File: config.mk
export PLATFORM = sky130hd
export DESIGN_NAME = sdram_cmd_ctrl
export DESIGN_NICKNAME = d
export VERILOG_FILES = /design/src/rtl/sdram_cmd_pkg.sv /design/src/rtl/sdram_cmd_decode.sv /design/src/rtl/sdram_mode_reg.sv /design/src/rtl/sdram_bank_track.sv /design/src/rtl/sdram_burst_ctr.sv /design/src/rtl/sdram_cmd_ctrl.sv
export SDC_FILE = /design/constraint.sdc
export NUM_CORES = 1
export LEC_CHECK = 0
export BUFFER_PORTS_ARGS = -buffer_cell sky130_fd_sc_hd__buf_2
export CAP_MARGIN = 20
export CORE_MARGIN = 3
export CORE_UTILIZATION = 47
export CTS_BUF_LIST = sky130_fd_sc_hd__clkbuf_4 sky130_fd_sc_hd__clkbuf_8 sky130_fd_sc_hd__clkbuf_16
export DETAILED_ROUTE_END_ITERATION = 12
export GPL_TIMING_DRIVEN = 0
export MAX_ROUTING_LAYER = met4
export PLACE_DENSITY = 0.75
export SLEW_MARGIN = 15
export SYNTH_ARGS = -nofsm -noshare
export SYNTH_HDL_FRONTEND = slang
export SYNTH_SLANG_ARGS = --single-unit
File: constraint.sdc
create_clock -name clk_i -period 2.04 [get_ports clk_i]
set_clock_uncertainty 0.1 [all_clocks]
set_input_delay 0.102 -clock clk_i [delete_from_list [all_inputs] [get_ports clk_i]]
set_output_delay 0.102 -clock clk_i [all_outputs]
set_load 0.03 [all_outputs]
File: src/rtl/sdram_cmd_pkg.sv
package sdram_cmd_pkg;
  typedef enum logic [2:0] {
    CMD_NOP,
    CMD_ACT,
    CMD_RD,
    CMD_WR,
    CMD_PRE,
    CMD_REF,
    CMD_MRS
  } cmd_e;
endpackage

File: src/rtl/sdram_cmd_decode.sv
module sdram_cmd_decode
  import sdram_cmd_pkg::*;
(
  input  logic cs_ni,
  input  logic ras_ni,
  input  logic cas_ni,
  input  logic we_ni,
  output cmd_e cmd_o
);
  always_comb begin
    cmd_o = CMD_NOP;
    if (!cs_ni) begin
      unique case ({ras_ni, cas_ni, we_ni})
        3'b011:  cmd_o = CMD_ACT;
        3'b101:  cmd_o = CMD_RD;
        3'b100:  cmd_o = CMD_WR;
        3'b010:  cmd_o = CMD_PRE;
        3'b001:  cmd_o = CMD_REF;
        3'b000:  cmd_o = CMD_MRS;
        default: cmd_o = CMD_NOP;
      endcase
    end
  end
endmodule

File: src/rtl/sdram_mode_reg.sv
module sdram_mode_reg #(
  parameter int ROW_W = 12,
  parameter int COL_W = 8,
  localparam int LEN_W = COL_W + 1
) (
  input  logic             clk_i,
  input  logic             rst_ni,
  input  logic             load_i,
  input  logic [ROW_W-1:0] addr_i,
  output logic             bad_o,
  output logic [1:0]       cas_lat_o,
  output logic [LEN_W-1:0] burst_len_o,
  output logic             burst_ilv_o
);
  logic [2:0] bl_code, cl_code;
  logic       bl_ok, cl_ok;

  assign bl_code = addr_i[2:0];
  assign cl_code = addr_i[6:4];
  assign bl_ok   = (bl_code == 3'b111) || (bl_code[2] == 1'b0);
  assign cl_ok   = (cl_code == 3'b010) || (cl_code == 3'b011);
  assign bad_o   = !(bl_ok && cl_ok);

  always_ff @(posedge clk_i or negedge rst_ni) begin
    if (!rst_ni) begin
      cas_lat_o   <= 2'd3;
      burst_len_o <= LEN_W'(1);
      burst_ilv_o <= 1'b0;
    end else if (load_i && !bad_o) begin
      cas_lat_o   <= cl_code[1:0];
      burst_len_o <= (bl_code == 3'b111) ? (LEN_W'(1) << COL_W)
                                         : (LEN_W'(1) << bl_code[1:0]);
      burst_ilv_o <= addr_i[3];
    end
  end

  p_bad_holds_r7: assert property (@(posedge clk_i) disable iff (!rst_ni)
    (load_i && bad_o) |=> ($stable(cas_lat_o) && $stable(burst_len_o) && $stable(burst_ilv_o)));
  p_cl_legal_r6: assert property (@(posedge clk_i) disable iff (!rst_ni)
    (cas_lat_o == 2'd2) || (cas_lat_o == 2'd3));
endmodule

File: src/rtl/sdram_bank_track.sv
module sdram_bank_track #(
  parameter int NUM_BANKS = 4,
  parameter int ROW_W     = 12,
  localparam int BA_W     = $clog2(NUM_BANKS)
) (
  input  logic                       clk_i,
  input  logic                       rst_ni,
  input  logic                       act_i,
  input  logic                       pre_i,
  input  logic                       pre_all_i,
  input  logic [BA_W-1:0]            bank_i,
  input  logic [ROW_W-1:0]           row_i,
  output logic [NUM_BANKS-1:0]       open_o,
  output logic [NUM_BANKS*ROW_W-1:0] rows_o
);
  for (genvar b = 0; b < NUM_BANKS; b++) begin : g_bank
    logic sel;
    assign sel = (bank_i == BA_W'(b));
    always_ff @(posedge clk_i or negedge rst_ni) begin
      if (!rst_ni) begin
        open_o[b]                 <= 1'b0;
        rows_o[b*ROW_W +: ROW_W] <= '0;
      end else if (act_i && sel) begin
        open_o[b]                 <= 1'b1;
        rows_o[b*ROW_W +: ROW_W] <= row_i;
      end else if (pre_i && (pre_all_i || sel)) begin
        open_o[b] <= 1'b0;
      end
    end
  end

  p_pre_all_r5: assert property (@(posedge clk_i) disable iff (!rst_ni)
    (pre_i && pre_all_i && !act_i) |=> (open_o == '0));
  p_act_opens_r3: assert property (@(posedge clk_i) disable iff (!rst_ni)
    act_i |=> open_o[$past(bank_i)]);
endmodule

File: src/rtl/sdram_burst_ctr.sv
module sdram_burst_ctr #(
  parameter int COL_W = 8,
  localparam int LEN_W = COL_W + 1
) (
  input  logic             clk_i,
  input  logic             rst_ni,
  input  logic             start_i,
  input  logic             run_i,
  input  logic [LEN_W-1:0] len_i,
  output logic             busy_o
);
  logic [LEN_W-1:0] left_q;

  always_ff @(posedge clk_i or negedge rst_ni) begin
    if (!rst_ni)                    left_q <= '0;
    else if (start_i)               left_q <= len_i;
    else if (run_i && left_q != '0) left_q <= left_q - LEN_W'(1);
  end

  assign busy_o = (left_q != '0);

  p_suspend_freeze_r10: assert property (@(posedge clk_i) disable iff (!rst_ni)
    (!run_i && !start_i) |=> $stable(left_q));
endmodule

File: src/rtl/sdram_cmd_ctrl.sv
module sdram_cmd_ctrl
  import sdram_cmd_pkg::*;
#(
  parameter int NUM_BANKS = 4,
  parameter int ROW_W     = 12,
  parameter int COL_W     = 8,
  parameter int AP_BIT    = 10,
  localparam int BA_W     = $clog2(NUM_BANKS),
  localparam int LEN_W    = COL_W + 1
) (
  input  logic                       clk_i,
  input  logic                       rst_ni,
  input  logic                       cke_i,
  input  logic                       cs_ni,
  input  logic                       ras_ni,
  input  logic                       cas_ni,
  input  logic                       we_ni,
  input  logic [BA_W-1:0]            ba_i,
  input  logic [ROW_W-1:0]           addr_i,
  output logic                       rd_req_o,
  output logic                       wr_req_o,
  output logic [BA_W-1:0]            req_bank_o,
  output logic [ROW_W-1:0]           req_row_o,
  output logic [COL_W-1:0]           req_col_o,
  output logic                       refresh_o,
  output logic                       err_o,
  output logic [NUM_BANKS-1:0]       bank_open_o,
  output logic [NUM_BANKS*ROW_W-1:0] bank_rows_o,
  output logic [1:0]                 cas_lat_o,
  output logic [LEN_W-1:0]           burst_len_o,
  output logic                       burst_ilv_o,
  output logic                       burst_busy_o,
  output logic                       self_ref_o,
  output logic                       pwr_dn_o
);
  cmd_e cmd;
  logic live, all_idle, sel_open, mode_bad;
  logic act_hit, rw_hit, ref_hit, mrs_hit, sref_hit;
  logic act_ok, rw_ok, ref_ok, mrs_ok, sref_ok, err_d;

  sdram_cmd_decode u_dec (
    .cs_ni (cs_ni), .ras_ni(ras_ni), .cas_ni(cas_ni), .we_ni(we_ni), .cmd_o(cmd)
  );

  // commands execute only with clock enabled and outside self refresh
  assign live     = cke_i && !self_ref_o;
  assign all_idle = (bank_open_o == '0);
  assign sel_open = bank_open_o[ba_i];

  assign act_hit  = live && (cmd == CMD_ACT);
  assign rw_hit   = live && (cmd == CMD_RD || cmd == CMD_WR);
  assign ref_hit  = live && (cmd == CMD_REF);
  assign mrs_hit  = live && (cmd == CMD_MRS);
  assign sref_hit = !cke_i && !self_ref_o && (cmd == CMD_REF);

  assign act_ok  = act_hit && !sel_open;
  assign rw_ok   = rw_hit && sel_open;
  assign ref_ok  = ref_hit && all_idle;
  assign mrs_ok  = mrs_hit && all_idle && !mode_bad;
  assign sref_ok = sref_hit && all_idle && !burst_busy_o;
  assign err_d   = (act_hit && !act_ok) || (rw_hit && !rw_ok) || (ref_hit && !ref_ok)
                || (mrs_hit && !mrs_ok) || (sref_hit && !sref_ok);

  sdram_mode_reg #(.ROW_W(ROW_W), .COL_W(COL_W)) u_mode (
    .clk_i(clk_i), .rst_ni(rst_ni), .load_i(mrs_hit && all_idle), .addr_i(addr_i),
    .bad_o(mode_bad), .cas_lat_o(cas_lat_o), .burst_len_o(burst_len_o),
    .burst_ilv_o(burst_ilv_o)
  );

  sdram_bank_track #(.NUM_BANKS(NUM_BANKS), .ROW_W(ROW_W)) u_banks (
    .clk_i(clk_i), .rst_ni(rst_ni), .act_i(act_ok), .pre_i(live && cmd == CMD_PRE),
    .pre_all_i(addr_i[AP_BIT]), .bank_i(ba_i), .row_i(addr_i),
    .open_o(bank_open_o), .rows_o(bank_rows_o)
  );

  sdram_burst_ctr #(.COL_W(COL_W)) u_burst (
    .clk_i(clk_i), .rst_ni(rst_ni), .start_i(rw_ok), .run_i(cke_i),
    .len_i(burst_len_o), .busy_o(burst_busy_o)
  );

  always_ff @(posedge clk_i or negedge rst_ni) begin
    if (!rst_ni) begin
      rd_req_o   <= 1'b0;
      wr_req_o   <= 1'b0;
      req_bank_o <= '0;
      req_row_o  <= '0;
      req_col_o  <= '0;
      refresh_o  <= 1'b0;
      err_o      <= 1'b0;
      self_ref_o <= 1'b0;
      pwr_dn_o   <= 1'b0;
    end else begin
      rd_req_o  <= rw_ok && (cmd == CMD_RD);
      wr_req_o  <= rw_ok && (cmd == CMD_WR);
      refresh_o <= ref_ok;
      err_o     <= err_d;
      if (rw_ok) begin
        req_bank_o <= ba_i;
        req_row_o  <= bank_rows_o[ba_i*ROW_W +: ROW_W];
        req_col_o  <= addr_i[COL_W-1:0];
      end
      if (self_ref_o) self_ref_o <= !cke_i;
      else            self_ref_o <= sref_ok;
      pwr_dn_o <= !cke_i && !self_ref_o && !sref_ok && !burst_busy_o;
    end
  end

  p_req_excl_r4: assert property (@(posedge clk_i) disable iff (!rst_ni)
    !((rd_req_o || wr_req_o) && err_o));
  p_deselect_quiet_r1: assert property (@(posedge clk_i) disable iff (!rst_ni)
    cs_ni |=> (!rd_req_o && !wr_req_o && !refresh_o && !err_o));
  p_sref_idle_r11: assert property (@(posedge clk_i) disable iff (!rst_ni)
    $rose(self_ref_o) |-> (bank_open_o == '0 && !burst_busy_o));
  p_ref_idle_r8: assert property (@(posedge clk_i) disable iff (!rst_ni)
    refresh_o |-> (bank_open_o == '0));
endmodule

==> results of run 1 <==
[flip-flops by register name, summed over array words and instances, names as in the netlist]
| name | flops |
|---|---|
| u_banks.rows_o | 48 |
| req_row_o | 12 |
| u_burst.left_q | 9 |
| req_col_o | 8 |
| u_mode.burst_len_o | 5 |
| u_banks.open_o | 4 |
| req_bank_o | 2 |
| u_mode.cas_lat_o | 2 |
| err_o | 1 |
| pwr_dn_o | 1 |
| rd_req_o | 1 |
| refresh_o | 1 |
| self_ref_o | 1 |
| u_mode.burst_ilv_o | 1 |
| wr_req_o | 1 |
[per-layer routing]
metal	part of all wire, %	up-vias	global-route usage (%)
met2	50	123	38.08
met3	6.7	12	4.683
met4	1.2	0	7.975
met5	0	-	-
li1	-	1512	-
met1	42	1675	29.88
[stage by stage]
step	TNS, ns	hold WS (ns)	power (W)	instance area [µm²]
2_1_floorplan	-0.09917	-0.2936	0.003478	4374
3_3_place_gp	-26.65	0.2155	0.003902	5035
4_1_cts	-0.8688	0.02544	0.005295	5574
5_1_grt	-0.1746	0.04225	0.005546	5588
6_report	-0.07553	0.04829	0.005282	5588
3_5_place_dp	-12.82	0.03935	0.003973	5065
[power groups by stage]
stage / clock [W] / sequential [W] / combinational (W)
floorplan: 0 / 0.00290 / 0.000574
global placement: 0 / 0.00248 / 0.00142
detailed placement: 0 / 0.00250 / 0.00147
CTS: 0.00121 / 0.00246 / 0.00163
global route: 0.00128 / 0.00250 / 0.00176
finish: 0.00119 / 0.00246 / 0.00164
[synth_stat cells, types with 2 or more instances]
cell,count,area [µm²]
o21ai_0,10,50.05
nand3_1,3,15.01
nor2b_1,3,18.77
xor2_1,3,26.28
nor4_1,4,25.02
nor3_1,3,15.01
mux2_2,55,619.3
a31oi_1,3,18.77
o211ai_1,2,15.01
dfrtp_1,94,2352
o2111ai_1,2,17.52
buf_2,7,35.03
o41ai_1,3,26.28
or3b_2,2,17.52
or4_1,3,22.52
nand2b_1,5,31.28
mux4_2,13,292.8
clkbuf_1,7,26.28
nand2_1,71,266.5
and3_1,3,18.77
buf_4,4,30.03
nor2_1,13,48.80
inv_1,6,22.52
dfstp_2,3,78.83
buf_1,4,15.01
a21oi_1,7,35.03
[cell families (layout without fill, tap and decap cells)]
family	Yosys count	in the layout	synth area share, %
compound gates	32	32	4.907
buf+inv	29	175	3.252
xor+xnor	3	3	0.6099
simple gates	119	119	13.04
mux	69	69	21.40
other cells	1	4	0.08702
flops	97	97	56.42
fa+ha+maj	1	1	0.2903
[worst register-to-register path, delay by kind of cell (launching register included)]
| family | cells | cell delay (ns) |
|---|---|---|
| AOI/OAI and AO/OA | 1 | 0.16 |
| buffers and inverters | 1 | 0.17 |
| DFF | 1 | 0.39 |
| and+or+nand+nor | 3 | 1.15 |
[repair_timing]
action                                  4_1_cts  5_1_grt
buffers inserted                             11        3
hold endpoints to repair                     88        0
resized for setup                            32        8
endpoints found under the setup margin       65       51
pin swaps                                     8        5
hold buffers                                 13        0
[area by class of cell]
type	instances	area share [%]
multi-input combinational	228	33.52
clock inverter	7	1.097
tap	108	2.418
sequential	97	43.60
clock buffer	9	2.217
timing repair buffer	133	14.46
buffer	20	2.284
inverter	6	0.4030
[path summary, 6_finish.rpt]
path / from / end / slack, ns / cells after the start
max in group asynchronous: rst_ni / u_mode.burst_len_o[0] / 0.95 / 3
max: u_burst.left_q[5] / burst_busy_o / -0.07 / 3
min: ras_ni / refresh_o / 0.05 / 3
max reg2reg: u_burst.left_q[5] / u_burst.left_q[1] / -0.01 / 5
min in group asynchronous: rst_ni / u_banks.rows_o[44] / 0.15 / 2
min reg2reg: req_row_o[9] / req_row_o[9] / 0.38 / 2
[placed cells by master (no fill, tap or decap), types with 6 or more instances in the layout]
cell	count
a21oi_1	6
buf_4	17
buf_6	7
o21ai_0	10
buf_2	106
mux2_2	55
clkbuf_8	9
mux4_2	13
dlygate4sd3_1	13
nor2_1	13
nand2_1	68
inv_1	6
dfrtp_1	90
==> metrics.md, run 1 <==
| Metric | Value |
|---|---|
| Critical path type | register to primary output |
| Top achievable clock speed | between 400 and 500 MHz |
| Max IR drop VDD | 0.5322 mV |
| CP bufs+invs | 1 |
| Share of layout cells above drive strength 1 | 49.20% |
| Leakage | roughly 3 nW |
| Post-synth EDFFs | 0 |
| Post-Syn Area | 0.004309 mm² |
| Input/output buffers | 105 |
| Clk_lat worst skew | 0.36 ns |
| CP max FO | 2 |
| GRT Resource Usage Total | a little under a quarter |
| Mean Syn Cell Area | roughly 12 µm² |
| Worst setup SP type | register |
| Crit path max-delay cell type | or4_4 |
| Critical Path, Cell by Cell | or4_4 > or4_4 > buf_6 |
| Drt wl/cell | roughly 18 µm |
| Synth warn | 0 |
| Vias | 3322 |
| Multi-input gate area | 0.001873 mm² |
| Sequential fraction of the synthesis area | between 50% and 60% |
| Chip width | 101.8 µm |
| Detailed-route DRC error count | 0 |
| Register area | 0.002436 mm² |
| TritonRoute pass-1 iters | 5 |
| Fin. max-slew vios | 0 |
| Synth cell types | 44 |
| Tightest Pin Transition | just under 0.8 ns |
| Combinational power share | a little under a third |
| CTS Sinks | 97 |
| Die Ht | 101.8 µm |
| Synthesized instance count | 351 |
| Tightest Hold Check Type | input port to register |
| Dpl cells | 568 |
| H-Tree Level Count | 3 |
| Layout Nets | 517 |
| Die area | 0.01035 mm² |
| Core area | 0.008806 mm² |
| Placer Congestion | 0.8382 |
| CTS Buffer Depth | 2 |
| CTS tree | built |
| Reg power frac | 46.5% |
| Worst setup margin | -0.06779 ns |
| Top cell by count, worst path | or4_4 |
| Post-synthesis register bit count | 97 |
| Outcome | complete, but fails checks |
| Net switching power | 0.001955 W |
| Ant diodes | 0 |
| Hold Vio Cnt, Final | 0 |
| Failing checks | negative setup slack |
| Finished Layout Cells | 608 |
| Initial antenna violation count | 0 |
| Crit path DAT | 1.91 ns |
| First-pass GRT wire length | 18140 µm |
| FFs w/ async S/R, synth | 100.0% |
| Max cap viols | 0 |
| Final Setup Violations | 2 |
| Area grow syn2layout | 29.67% |
| Drt total wl | 11140 µm |
| Layout fillers | 684 |
| FP Rows | 34 |
| # IOs | 114 |
| Critical Path RT | 1.84 ns |
| Critical path's top delay family | simple AND/OR/NAND/NOR gates |
| Placement Setup Slack | -0.3736 ns |
| CP endpoint kind | primary output |
| Initial Utilization | 48.93% |
| Largest net degree at the start of global routing | 56 |
| Crit share post-route | 103.3% |
| Clk root buf | clkbuf_8 |
| Max stage delay on crit path | 0.54 ns |
| Slew Limit Headroom | 47.77% |
| Final min period | 2.108 ns |
| Final antenna-violating net count | 0 |
| Core Util, Final | 63.46% |
| Clock Pin Slew Worst Setup and Hold Paths | 0.10 ns |
| Vias in the first global route | 3551 |
| PD cells | 945.2 mW/mm² |
| Switching portion of total power | 37.01% |
| Vias/cell | about 5.5 |
| GRT overflow | 0 |
| RSZ-0062 raised after global routing | yes |
| Clock power share | 22.4% |
| Internal | 0.003327 W |
| Total CTS buffers | 9 |
| Main synth FF type | dfrtp_1 |
| Number of DRC violations after detailed-routing iteration 0 | 179 |
| Hpwl dp | 7763 µm |
No activity file was read; power rests on OpenSTA's default activity.
==> run 2, diff against run 1 <==
- CORE_MARGIN: 3 -> 5
- TNS_END_PERCENT: default -> 20
==> metrics.md, run 2 (same netlist as run 1, synthesis figures left out) <==
| Metric | Value |
|---|---|
| H-Tree Level Count | 3 (unchanged) |
| Fin. max-slew vios | 0 (unchanged) |
| Hpwl dp | 7815 µm (was 7763 µm) |
| R2r worst-path depth | 4 (was 5) |
| Leakage | 2.907 nW (was 2.926 nW) |
| CP max FO | 8 (was 2) |
| # IOs | 114 (unchanged) |
| Placer Congestion | 0.8328 (was 0.8382) |
| Tightest Pin Transition | 0.7529 ns (was 0.7835 ns) |
| Max IR drop VDD | 0.5042 mV (was 0.5322 mV) |
| Largest Register | u_banks.rows_o (unchanged) |
| Initial antenna violation count | 0 (unchanged) |
| Vias | 3276 (was 3322) |
| Overall power | 0.005225 W (was 0.005282 W) |
| Worst Setup EP | pwr_dn_o (was burst_busy_o) |
| Worst setup SP type | register (unchanged) |
| CTS Sinks | 97 (unchanged) |
| Reg-to-reg endpoint | pwr_dn_o (was u_burst.left_q[1]) |
| CP endpoint kind | register (was primary output) |
| Outcome | complete, but fails checks (unchanged) |
| Final min period | 2.090 ns (was 2.108 ns) |
| Multi-input gate area | 0.001851 mm² (was 0.001873 mm²) |
| Slew Limit Headroom | 49.81% (was 47.77%) |
| FP Rows | 35 (was 34) |
| Ant diodes | 0 (unchanged) |
| CTS Buffer Depth | 2 (unchanged) |
| Tightest Hold Check Type | input port to register (unchanged) |
| Layout fillers | 775 (was 684) |
| Detailed-route DRC error count | 0 (unchanged) |
| Vias/cell | 5.388 (was 5.464) |
| Clk root buf | clkbuf_8 (unchanged) |
| Clock Pin Slew Worst Setup and Hold Paths | 0.11 ns (was 0.10 ns) |
| Largest net degree at the start of global routing | 53 (was 56) |
| Clk_lat worst skew | 0.36 ns (about the same) |
| Die Ht | 105.8 µm (was 101.8 µm) |
| Leading registers by flop count | u_banks.rows_o: 48 flops, req_row_o: 12 flops, u_burst.left_q: 9 flops (unchanged) |
| Drt total wl | 11000 µm (was 11140 µm) |
| Share of layout cells above drive strength 1 | 48.49% (was 49.20%) |
| TritonRoute pass-1 iters | 4 (was 5) |
| Area post-placement | 0.005057 mm² (was 0.005065 mm²) |
| Critical Path RT | 2.19 ns (was 1.84 ns) |
| Area grow syn2layout | 28.57% (was 29.67%) |
| Die area | 0.01118 mm² (was 0.01035 mm²) |
| Net switching power | 0.001915 W (was 0.001955 W) |
| Clock power share | 22.5% (was 22.4%) |
| RSZ-0062 raised after global routing | yes (unchanged) |
| Placement Setup Slack | -0.3693 ns (was -0.3736 ns) |
| Switching portion of total power | 36.64% (was 37.01%) |
| PD cells | 943.1 mW/mm² (was 945.2 mW/mm²) |
| Internal | 0.003310 W (was 0.003327 W) |
| Initial Utilization | 47.31% (was 48.93%) |
| GRT Resource Usage Total | 20.79% (was 23.57%) |
| Crit path launch | u_burst.left_q[7] (was u_burst.left_q[5]) |
| Register area | 0.002436 mm² (unchanged) |
| Crit share post-route | 102.4% (was 103.3%) |
| Failing checks | negative setup slack (unchanged) |
| Worst setup margin | -0.04961 ns (was -0.06779 ns) |
| Most frequent cells in the layout | buf_2 (107), dfrtp_1 (90), nand2_1 (70), mux2_2 (55), buf_4 (17) (was buf_2 (106), dfrtp_1 (90), nand2_1 (68), mux2_2 (55), buf_4 (17)) |
| WHS | 0.006269 ns (was 0.04829 ns) |
| Chip width | 105.8 µm (was 101.8 µm) |
| RR Startpoint | u_burst.left_q[7] (was u_burst.left_q[5]) |
| Input/output buffers | 105 (unchanged) |
| Total CTS buffers | 9 (unchanged) |
| Critical path type | register to register (was register to primary output) |
| Drt wl/cell | 18.09 µm (was 18.32 µm) |
| CTS tree | built (unchanged) |
| R2R Setup Slk | -0.05 ns (was -0.01 ns) |
| Final antenna-violating net count | 0 (unchanged) |
| Post-route cell area | 0.005540 mm² (was 0.005588 mm²) |
| Final Setup Violations | 14 (was 2) |
| Core area | 0.009109 mm² (was 0.008806 mm²) |
| Hold Vio Cnt, Final | 0 (unchanged) |
| Top achievable clock speed | 478.6 MHz (was 474.4 MHz) |
| Max reg flops | 48 (unchanged) |
| Commonest non-fill, non-tap cell in the layout | buf_2 (unchanged) |
| Crit path DAT | 2.24 ns (was 1.91 ns) |
| Number of DRC violations after detailed-routing iteration 0 | 133 (was 179) |
| Reg power frac | 47.2% (was 46.5%) |
| First-pass GRT wire length | 17670 µm (was 18140 µm) |
| GRT overflow | 0 (unchanged) |
| Combinational power share | 30.4% (was 31.1%) |
| Setup TNS | -0.3463 ns (was -0.07553 ns) |
| Max cap viols | 0 (unchanged) |
| Layout Nets | 514 (was 517) |
| Vias in the first global route | 3344 (was 3551) |
run 2: per-stage QoR:
step / cells / util [%]
5_1_grt: 608 / 60.82
6_report: 608 / 60.82
3_5_place_dp: 571 / 55.52
4_1_cts: 605 / 60.33
2_1_floorplan: 354 / -
3_3_place_gp: 570 / 55.19
run 2: critical path, cell delays in order (launching register included):
cell and delay, ns:
dfrtp_1 0.40, or4_4 0.52, or4_4 0.45, buf_4 0.19, a2111oi_4 0.33
run 2: area by class of cell:
class	count	area share, %
Sequential cell	97	43.97
Inverter	6	0.4065
Tap cell	111	2.507
Clock inverter	6	0.9033
Timing Repair Buffer	129	13.80
Clock buffer	10	2.371
Buffer	21	2.642
Multi-Input combinational cell	228	33.40
run 2: power groups by stage:
stage	sequential, W	clock [W]	combinational [W]
4_1_cts	0.00245	0.00119	0.00158
3_5_place_dp	0.00250	0	0.00147
5_1_grt	0.00251	0.00128	0.00171
2_1_floorplan	0.00290	0	0.000574
3_3_place_gp	0.00248	0	0.00143
6_report	0.00247	0.00117	0.00159
run 2: per-layer routing:
layer / track usage, % / up-vias / share of wire, %
met5: - / - / 0
met1: 26.92 / 1661 / 43
met4: 5.735 / 0 / 1.7
met3: 4.960 / 14 / 5.7
li1: - / 1506 / -
met2: 33.06 / 95 / 50
run 2: what timing repair did:
item | CTS | global route
setup endpoints to repair | 66 | 49
endpoints found under the hold margin | 93 | 0
buffers inserted | 7 | 4
cloned | 0 | 0
resized for setup | 23 | 11
pin swaps | 5 | 3
hold buffers | 12 | 0
run 2: worst min path at each step:
stage                           from                 end  depth (start not counted)
final                     addr_i[10]  u_banks.rows_o[34]                          2
after global routing      addr_i[10]  u_banks.rows_o[34]                          2
after CTS                 addr_i[10]  u_banks.rows_o[22]                          2
after detailed placement      rst_ni        req_row_o[8]                          1
after global placement         we_ni            wr_req_o                          2
after floorplan               rst_ni               err_o                          0
